`config.mk`:
```
export PLATFORM = sky130hd
export DESIGN_NAME = pwm_share_ctrl
export DESIGN_NICKNAME = d
export VERILOG_FILES = /design/src/rtl/pwmshare_pkg.sv /design/src/rtl/pwmshare_tick.sv /design/src/rtl/pwmshare_wavegen.sv /design/src/rtl/pwmshare_chan.sv /design/src/rtl/pwmshare_regbank.sv /design/src/rtl/pwm_share_ctrl.sv
export SDC_FILE = /design/constraint.sdc
export NUM_CORES = 2
export LEC_CHECK = 0
export ABC_CLOCK_PERIOD_IN_PS = 11210
export BUFFER_PORTS_ARGS = -buffer_cell sky130_fd_sc_hd__buf_4
export CAP_MARGIN = 30
export CORE_ASPECT_RATIO = 0.6
export CORE_MARGIN = 2
export CORE_UTILIZATION = 57
export CTS_CLUSTER_DIAMETER = 30
export DETAILED_ROUTE_END_ITERATION = 10
export HOLD_SLACK_MARGIN = 0.1
export PLACE_DENSITY_LB_ADDON = 0.3
export REMOVE_ABC_BUFFERS = 1
export SYNTH_ARGS = -nofsm -noshare
export SYNTH_HDL_FRONTEND = slang
export SYNTH_SLANG_ARGS = --single-unit
```
`constraint.sdc`:
```
create_clock -name clk -period 11.21 [get_ports clk]
set_clock_uncertainty 0.05 [all_clocks]
set_input_delay 0 -clock clk [delete_from_list [all_inputs] [get_ports clk]]
set_output_delay 0 -clock clk [all_outputs]
set_load 0.01 [all_outputs]
```
`src/rtl/pwmshare_pkg.sv`:
```
package pwmshare_pkg;
  localparam int BUS_DW    = 32;
  localparam int BUS_AW    = 8;
  localparam int DUTY_BASE = 'h3C;
  localparam int MAP_BASE  = 'h4C;
  localparam int PER_BASE  = 'h98;
  localparam int NIB_W     = 4;
  localparam int STEP_W    = 9;
endpackage

```
`src/rtl/pwmshare_tick.sv`:
```
module pwmshare_tick #(
  parameter int TICK_DIV = 2
) (
  input  logic clk,
  input  logic rst_n,
  output logic tick
);
  generate
    if (TICK_DIV <= 1) begin : g_every
      assign tick = 1'b1;
    end else begin : g_div
      localparam int CW = $clog2(TICK_DIV);
      logic [CW-1:0] cnt_q;
      always_ff @(posedge clk) begin
        if (!rst_n) cnt_q <= '0;
        else if (cnt_q == CW'(TICK_DIV - 1)) cnt_q <= '0;
        else cnt_q <= cnt_q + 1'b1;
      end
      assign tick = (cnt_q == CW'(TICK_DIV - 1));

      a_r4_tick_spacing: assert property (@(posedge clk) disable iff (!rst_n)
        tick |=> !tick);
    end
  endgenerate
endmodule

```
`src/rtl/pwmshare_wavegen.sv`:
```
module pwmshare_wavegen
  import pwmshare_pkg::*;
(
  input  logic       clk,
  input  logic       rst_n,
  input  logic       tick,
  input  logic [7:0] cfg_period,
  input  logic [7:0] cfg_on,
  input  logic [7:0] cfg_off,
  output logic       wave_o
);
  logic [7:0]        act_per, act_on, act_off, unit_cnt;
  logic [STEP_W-1:0] step_cnt, unit_len;
  logic              idle, unit_end, per_end;

  assign unit_len = {1'b0, act_on} + {1'b0, act_off};
  assign idle     = (act_per == 8'd0) || (unit_len == '0);
  assign unit_end = (step_cnt == unit_len - 1'b1);
  assign per_end  = unit_end && (unit_cnt == act_per - 8'd1);

  always_ff @(posedge clk) begin
    if (!rst_n) begin
      act_per  <= '0;
      act_on   <= '0;
      act_off  <= '0;
      unit_cnt <= '0;
      step_cnt <= '0;
    end else if (tick) begin
      if (idle || per_end) begin
        act_per  <= cfg_period;
        act_on   <= cfg_on;
        act_off  <= cfg_off;
        unit_cnt <= '0;
        step_cnt <= '0;
      end else if (unit_end) begin
        unit_cnt <= unit_cnt + 8'd1;
        step_cnt <= '0;
      end else begin
        step_cnt <= step_cnt + 1'b1;
      end
    end
  end

  assign wave_o = !idle && (step_cnt < {1'b0, act_on});

  a_r4_step_in_unit: assert property (@(posedge clk) disable iff (!rst_n)
    !idle |-> (step_cnt < unit_len));
  a_r4_rise_at_unit_start: assert property (@(posedge clk) disable iff (!rst_n)
    $rose(wave_o) |-> (step_cnt == '0));
  a_r5_full_on_high: assert property (@(posedge clk) disable iff (!rst_n)
    (!idle && act_on == 8'hFF && act_off == 8'h00) |-> wave_o);
  a_r6_hold_mid_period: assert property (@(posedge clk) disable iff (!rst_n)
    (!idle && !(tick && per_end)) |=> (act_on == $past(act_on) && act_per == $past(act_per)));
endmodule

```
`src/rtl/pwmshare_chan.sv`:
```
module pwmshare_chan #(
  parameter int NUM_GEN = 8,
  parameter int SEL_W   = 3
) (
  input  logic               clk,
  input  logic               rst_n,
  input  logic [NUM_GEN-1:0] gen_wave,
  input  logic [SEL_W-1:0]   sel,
  input  logic               en,
  output logic               pin
);
  logic live_q, picked;

  assign picked = gen_wave[sel];

  always_ff @(posedge clk) begin
    if (!rst_n)       live_q <= 1'b0;
    else if (en)      live_q <= 1'b1;
    else if (!picked) live_q <= 1'b0;
  end

  assign pin = live_q & picked;

  a_r7_drop_only_when_low: assert property (@(posedge clk) disable iff (!rst_n)
    $fell(live_q) |-> !$past(picked));
  a_r8_enable_one_clock: assert property (@(posedge clk) disable iff (!rst_n)
    en |=> live_q);
endmodule

```
`src/rtl/pwmshare_regbank.sv`:
```
module pwmshare_regbank
  import pwmshare_pkg::*;
#(
  parameter int NUM_GEN = 8,
  parameter int NUM_CH  = 33
) (
  input  logic                         clk,
  input  logic                         rst_n,
  input  logic                         bus_en,
  input  logic                         bus_we,
  input  logic [BUS_AW-1:0]            bus_addr,
  input  logic [BUS_DW-1:0]            bus_wdata,
  input  logic [3:0]                   bus_be,
  output logic [BUS_DW-1:0]            bus_rdata,
  output logic [NUM_GEN-1:0][7:0]      per_o,
  output logic [NUM_GEN-1:0][7:0]      on_o,
  output logic [NUM_GEN-1:0][7:0]      off_o,
  output logic [NUM_CH-1:0][NIB_W-1:0] nib_o
);
  localparam int DUTY_WORDS = (NUM_GEN + 1) / 2;
  localparam int PER_WORDS  = (NUM_GEN + 3) / 4;
  localparam int MAP_WORDS  = (NUM_CH + 7) / 8;

  logic [DUTY_WORDS-1:0][BUS_DW-1:0] duty_q;
  logic [PER_WORDS-1:0][BUS_DW-1:0]  per_q;
  logic [MAP_WORDS-1:0][BUS_DW-1:0]  map_q;
  logic [BUS_DW-1:0]                 rd_val;
  logic                              hit;

  function automatic logic [BUS_DW-1:0] lane_merge(
    input logic [BUS_DW-1:0] old_w, input logic [BUS_DW-1:0] new_w, input logic [3:0] be);
    logic [BUS_DW-1:0] r;
    for (int b = 0; b < 4; b++)
      r[8*b +: 8] = be[b] ? new_w[8*b +: 8] : old_w[8*b +: 8];
    return r;
  endfunction

  always_comb begin
    rd_val = '0;
    hit    = 1'b0;
    for (int i = 0; i < DUTY_WORDS; i++)
      if (bus_addr == BUS_AW'(DUTY_BASE + 4*i)) begin rd_val = duty_q[i]; hit = 1'b1; end
    for (int i = 0; i < PER_WORDS; i++)
      if (bus_addr == BUS_AW'(PER_BASE + 4*i)) begin rd_val = per_q[i]; hit = 1'b1; end
    for (int i = 0; i < MAP_WORDS; i++)
      if (bus_addr == BUS_AW'(MAP_BASE + 4*i)) begin rd_val = map_q[i]; hit = 1'b1; end
  end

  always_ff @(posedge clk) begin
    if (!rst_n) begin
      duty_q    <= '0;
      per_q     <= '0;
      map_q     <= '0;
      bus_rdata <= '0;
    end else if (bus_en) begin
      if (bus_we) begin
        for (int i = 0; i < DUTY_WORDS; i++)
          if (bus_addr == BUS_AW'(DUTY_BASE + 4*i)) duty_q[i] <= lane_merge(duty_q[i], bus_wdata, bus_be);
        for (int i = 0; i < PER_WORDS; i++)
          if (bus_addr == BUS_AW'(PER_BASE + 4*i)) per_q[i] <= lane_merge(per_q[i], bus_wdata, bus_be);
        for (int i = 0; i < MAP_WORDS; i++)
          if (bus_addr == BUS_AW'(MAP_BASE + 4*i)) map_q[i] <= lane_merge(map_q[i], bus_wdata, bus_be);
      end else begin
        bus_rdata <= rd_val;
      end
    end
  end

  for (genvar g = 0; g < NUM_GEN; g++) begin : g_fields
    assign per_o[g] = per_q[g/4][8*(g%4) +: 8];
    assign on_o[g]  = duty_q[g/2][16*(g%2) +: 8];
    assign off_o[g] = duty_q[g/2][16*(g%2) + 8 +: 8];
  end
  for (genvar c = 0; c < NUM_CH; c++) begin : g_nibs
    assign nib_o[c] = map_q[c/8][NIB_W*(c%8) +: NIB_W];
  end

  a_r2_unmapped_reads_zero: assert property (@(posedge clk) disable iff (!rst_n)
    (bus_en && !bus_we && !hit) |=> (bus_rdata == '0));
endmodule

```
`src/rtl/pwm_share_ctrl.sv`:
```
module pwm_share_ctrl
  import pwmshare_pkg::*;
#(
  parameter int NUM_GEN    = 8,
  parameter int NUM_DIRECT = 16,
  parameter int NUM_SERIAL = 17,
  parameter int TICK_DIV   = 2
) (
  input  logic                  clk,
  input  logic                  rst_n,
  input  logic                  bus_en,
  input  logic                  bus_we,
  input  logic [BUS_AW-1:0]     bus_addr,
  input  logic [BUS_DW-1:0]     bus_wdata,
  input  logic [3:0]            bus_be,
  output logic [BUS_DW-1:0]     bus_rdata,
  output logic [NUM_DIRECT-1:0] pwm_direct,
  output logic [NUM_SERIAL-1:0] pwm_serial
);
  localparam int NUM_CH = NUM_DIRECT + NUM_SERIAL;
  localparam int SEL_W  = $clog2(NUM_GEN);

  logic [NUM_GEN-1:0][7:0]      per_w, on_w, off_w;
  logic [NUM_CH-1:0][NIB_W-1:0] nib_w;
  logic [NUM_GEN-1:0]           wave;
  logic [NUM_CH-1:0]            pins;
  logic                         tick;

  pwmshare_regbank #(.NUM_GEN(NUM_GEN), .NUM_CH(NUM_CH)) u_regs (
    .clk(clk), .rst_n(rst_n), .bus_en(bus_en), .bus_we(bus_we), .bus_addr(bus_addr),
    .bus_wdata(bus_wdata), .bus_be(bus_be), .bus_rdata(bus_rdata),
    .per_o(per_w), .on_o(on_w), .off_o(off_w), .nib_o(nib_w));

  pwmshare_tick #(.TICK_DIV(TICK_DIV)) u_tick (.clk(clk), .rst_n(rst_n), .tick(tick));

  for (genvar g = 0; g < NUM_GEN; g++) begin : g_gen
    pwmshare_wavegen u_wave (
      .clk(clk), .rst_n(rst_n), .tick(tick),
      .cfg_period(per_w[g]), .cfg_on(on_w[g]), .cfg_off(off_w[g]), .wave_o(wave[g]));
  end

  for (genvar c = 0; c < NUM_CH; c++) begin : g_ch
    pwmshare_chan #(.NUM_GEN(NUM_GEN), .SEL_W(SEL_W)) u_chan (
      .clk(clk), .rst_n(rst_n), .gen_wave(wave),
      .sel(nib_w[c][SEL_W-1:0]), .en(nib_w[c][NIB_W-1]), .pin(pins[c]));
  end

  assign pwm_direct = pins[NUM_DIRECT-1:0];
  assign pwm_serial = pins[NUM_CH-1:NUM_DIRECT];

  a_r1_quiet_after_reset: assert property (@(posedge clk)
    !rst_n |=> (pwm_direct == '0 && pwm_serial == '0));
endmodule

```
==> results by group <==
Synth
  – Cell variety after synth: 102
  – Synth async-reset ratio: 0
  – Ranking of synthesized cells by area: dfxtp_1 (35%), nand2_1 (8.7%), a21oi_1 (6.1%)
  – Most common cell in the netlist: nand2_1
  – Largest area contributor in the netlist: dfxtp_1
  – Top cell type's share of synthesized area: 0.351
  – Post-synth EDFFs: 0
  – Synth top cells by count: nand2_1 (985), dfxtp_1 (746), a21oi_1 (521), nor2_1 (423), clkbuf_1 (269)
  – Synth Register Bits: 746
  – Seq/Total Area, Yosys: 0.351
  – Syn_area_per_cell: 7.82 um^2
  – Top_reg_cell synth: dfxtp_1
  – Synth Warn #: 0
  – Post-Syn Area: 42600 um^2
  – Post-Syn Instances: 5442

Pwr
  – NetSw: 0.00165 W
  – Cell Int Power: 0.00497 W
  – Clock Power Share: 0.556
  – Switch share: 0.250
  – Sequential share of power: 0.405
  – Max IR drop VDD: 0.134 mV
  – Gate power share: 0.039
  – Pwr dens: 138 nW/um^2
  – Static leakage: 17.6 nW

Critical path
  – Required @ worst endpoint: 11.16 ns
  – CP Class: reg2out
  – CP Max Fanout: 33
  – Type of element capturing the critical path: output port
  – Reg2Reg Setup Slack: 6.59 ns
  – Worst EP arrival: 5.28 ns
  – CP Launch Type: flip-flop

Global route
  – Pin count of the biggest net entering global routing: 221
  – First-pass GRT wire length: 223000 um
  – Total GRT Usage: 0.368
  – GRT overflow: 0
  – Initial antenna violation count: 4
  – Vias in the first global route: 38100

Finish
  – Layout area overhead: 12.9%
  – Fin area: 48100 um^2
  – Nets@finish: 5630
  – Share of layout cells above drive strength 1: 0.0804

Floorplanning
  – Die ar.: 76900 um^2
  – Die X: 357 um
  – CORE AREA: 73800 um^2
  – Initial core utilization: 0.577
  – Cell Rows: 77
  – Die Span Y: 216 um
  – I/O Pins: 113

Timing
  – Slew @ Worst Pin: 1.10 ns
  – Max-slew violation count: 0
  – Hold Slack: 0.156 ns
  – Final min period: 5.33 ns
  – Sum of negative setup slack: 0 ns
  – Relative slew slack: 0.265
  – Final setup fails: 0
  – RSZ-0062 raised after global routing: false
  – Final hold vios: 0
  – Period Utilization, post-route: 0.475
  – Peak Freq: 188 MHz

Routing
  – Drt drc: 0
  – Vias: 41900
  – DR pass1 iterations: 8
  – Wire per inst: 22.4 um
  – ANT nets after route: 0
  – WL final: 146000 um
  – DR vias/cell: 6.45
  – Initial DRC count: 5960

CTS
  – Clk sink count: 746
  – Clock buffer depth: 3
  – Cts bufs inserted: 117
  – Root Driver: clkbuf_16
  – Post-CTS sizing: 0
  – Clock H-tree levels: 3
  – Clk slew on worst S/H paths: 0.06 ns
  – Post-CTS setup buffer count: 0
  – CTS tree: yes
  – Clock latency on the worst-skew pair: 0.71 ns

Placement
  – HPWL Detailed: 99500 um
  – GP Congestion: 0.964
  – Placed Area: 43600 um^2
  – I/O Buffers: 112

Min path
  – Class of the worst hold path: in2reg

Job
  – MaxCap Viol Count: 0

Outcome
  – Status: complete, no violations
[area by class of cell]
| class | count | area (um^2) |
|---|---|---|
| Fill cell | 6203 | 25700 |
| Clock buffer | 146 | 3250 |
| Multi-Input combinational cell | 4170 | 25600 |
| Sequential cell | 746 | 14900 |
| Antenna cell | 1 | 2.50 |
| Timing Repair Buffer | 206 | 1680 |
| Tap cell | 987 | 1230 |
| Clock inverter | 74 | 753 |
| Inverter | 165 | 627 |
[cells by family (layout without fill, tap and decap cells)]
family	Yosys count	in the layout	synth area share
AO/OA/AOI/OAI	1354	1354	0.203
XOR/XNOR	272	272	0.0586
adder cells (fa/ha/maj)	176	176	0.0531
buffers and inverters	526	591	0.0509
flip-flops	746	746	0.351
multiplexers	212	212	0.0506
other	0	1	0
AND/OR/NAND/NOR	2156	2156	0.232
[path summary, 6_finish.rpt]
path,from,end,depth (start not counted)
hold reg to reg,u_regs.map_q[141]$_SDFFE_PN0P_,u_regs.map_q[141]$_SDFFE_PN0P_,2
setup reg to reg,g_gen[3].u_wave.act_on[0]$_SDFFE_PN0P_,g_gen[3].u_wave.unit_cnt[7]$_SDFFE_PN0P_,11
setup / recovery,g_gen[2].u_wave.act_on[0]$_SDFFE_PN0P_,pwm_direct[4],13
hold / removal,bus_wdata[2],u_regs.nib_o[66]$_SDFFE_PN0P_,4
[placed cells by master (no fill, tap or decap), drive strengths merged, types with 100 or more instances in the layout]
cell type / instances
buf: 164
dfxtp: 746
clkbuf: 146
xnor2: 164
mux2i: 205
o21ai: 224
nand3: 168
nand2: 985
nor3: 107
a21oi: 523
nor2: 423
ha: 168
inv: 191
xor2: 100
[metrics by stage]
stage,worst slack (ns),instances,util,total power [W]
4_1_cts,6.04,6493,0.651,0.00661
2_1_floorplan,1.25,5081,-,0.00284
3_5_place_dp,6.69,6231,0.591,0.00297
5_1_grt,5.70,6494,0.651,0.00677
6_report,5.88,6495,0.651,0.00662
3_3_place_gp,6.83,6229,0.591,0.00297
[flip-flops by register name, indices dropped and copies added, names as in the netlist]
register	cells
u_regs.nib_o	132
g_gen.u_wave.act_on	64
u_tick.tick	1
g_gen.u_wave.step_cnt	72
u_regs.map_q	28
u_regs.bus_rdata	32
g_gen.u_wave.act_per	64
g_gen.u_wave.unit_cnt	64
u_regs.off_o	64
u_regs.per_o	64
u_regs.on_o	64
g_ch.u_chan.live_q	33
g_gen.u_wave.act_off	64
[power by group through the flow]
stage	clock (W)	combinational (W)	sequential (W)
5_1_grt	0.00383	0.000270	0.00268
6_report	0.00368	0.000261	0.00268
2_1_floorplan	0	0.000110	0.00273
3_3_place_gp	0	0.000236	0.00273
4_1_cts	0.00369	0.000250	0.00268
3_5_place_dp	0	0.000237	0.00273
[per-layer routing]
layer / track usage / routed length [um] / vias up
met5: 0.0119 / 56 / -
met4: 0.145 / 6580 / 6
met3: 0.131 / 21300 / 508
met2: 0.496 / 55500 / 2667
met1: 0.528 / 62200 / 19500
li1: - / - / 19300
[worst max-delay path: stages, from the launching register on]
cell and delay (ns):
dfxtp_1 0.33, ha_1 0.22, fa_1 0.51, a211o_1 0.38
a2111oi_0 0.39, o21ba_2 0.23, nand4_1 0.09, o31ai_1 0.70
or3_1 0.23, buf_4 0.50, mux2i_1 0.17, a2bb2oi_1 0.28
a21boi_0 0.27, buf_4 0.23
[what timing repair did]
item                       4_1_cts  5_1_grt
hold endpoints to repair       440        0
setup endpoints to repair        0        0
hold buffers                    42        0
Note: power is estimated with default switching activity, not from simulation.
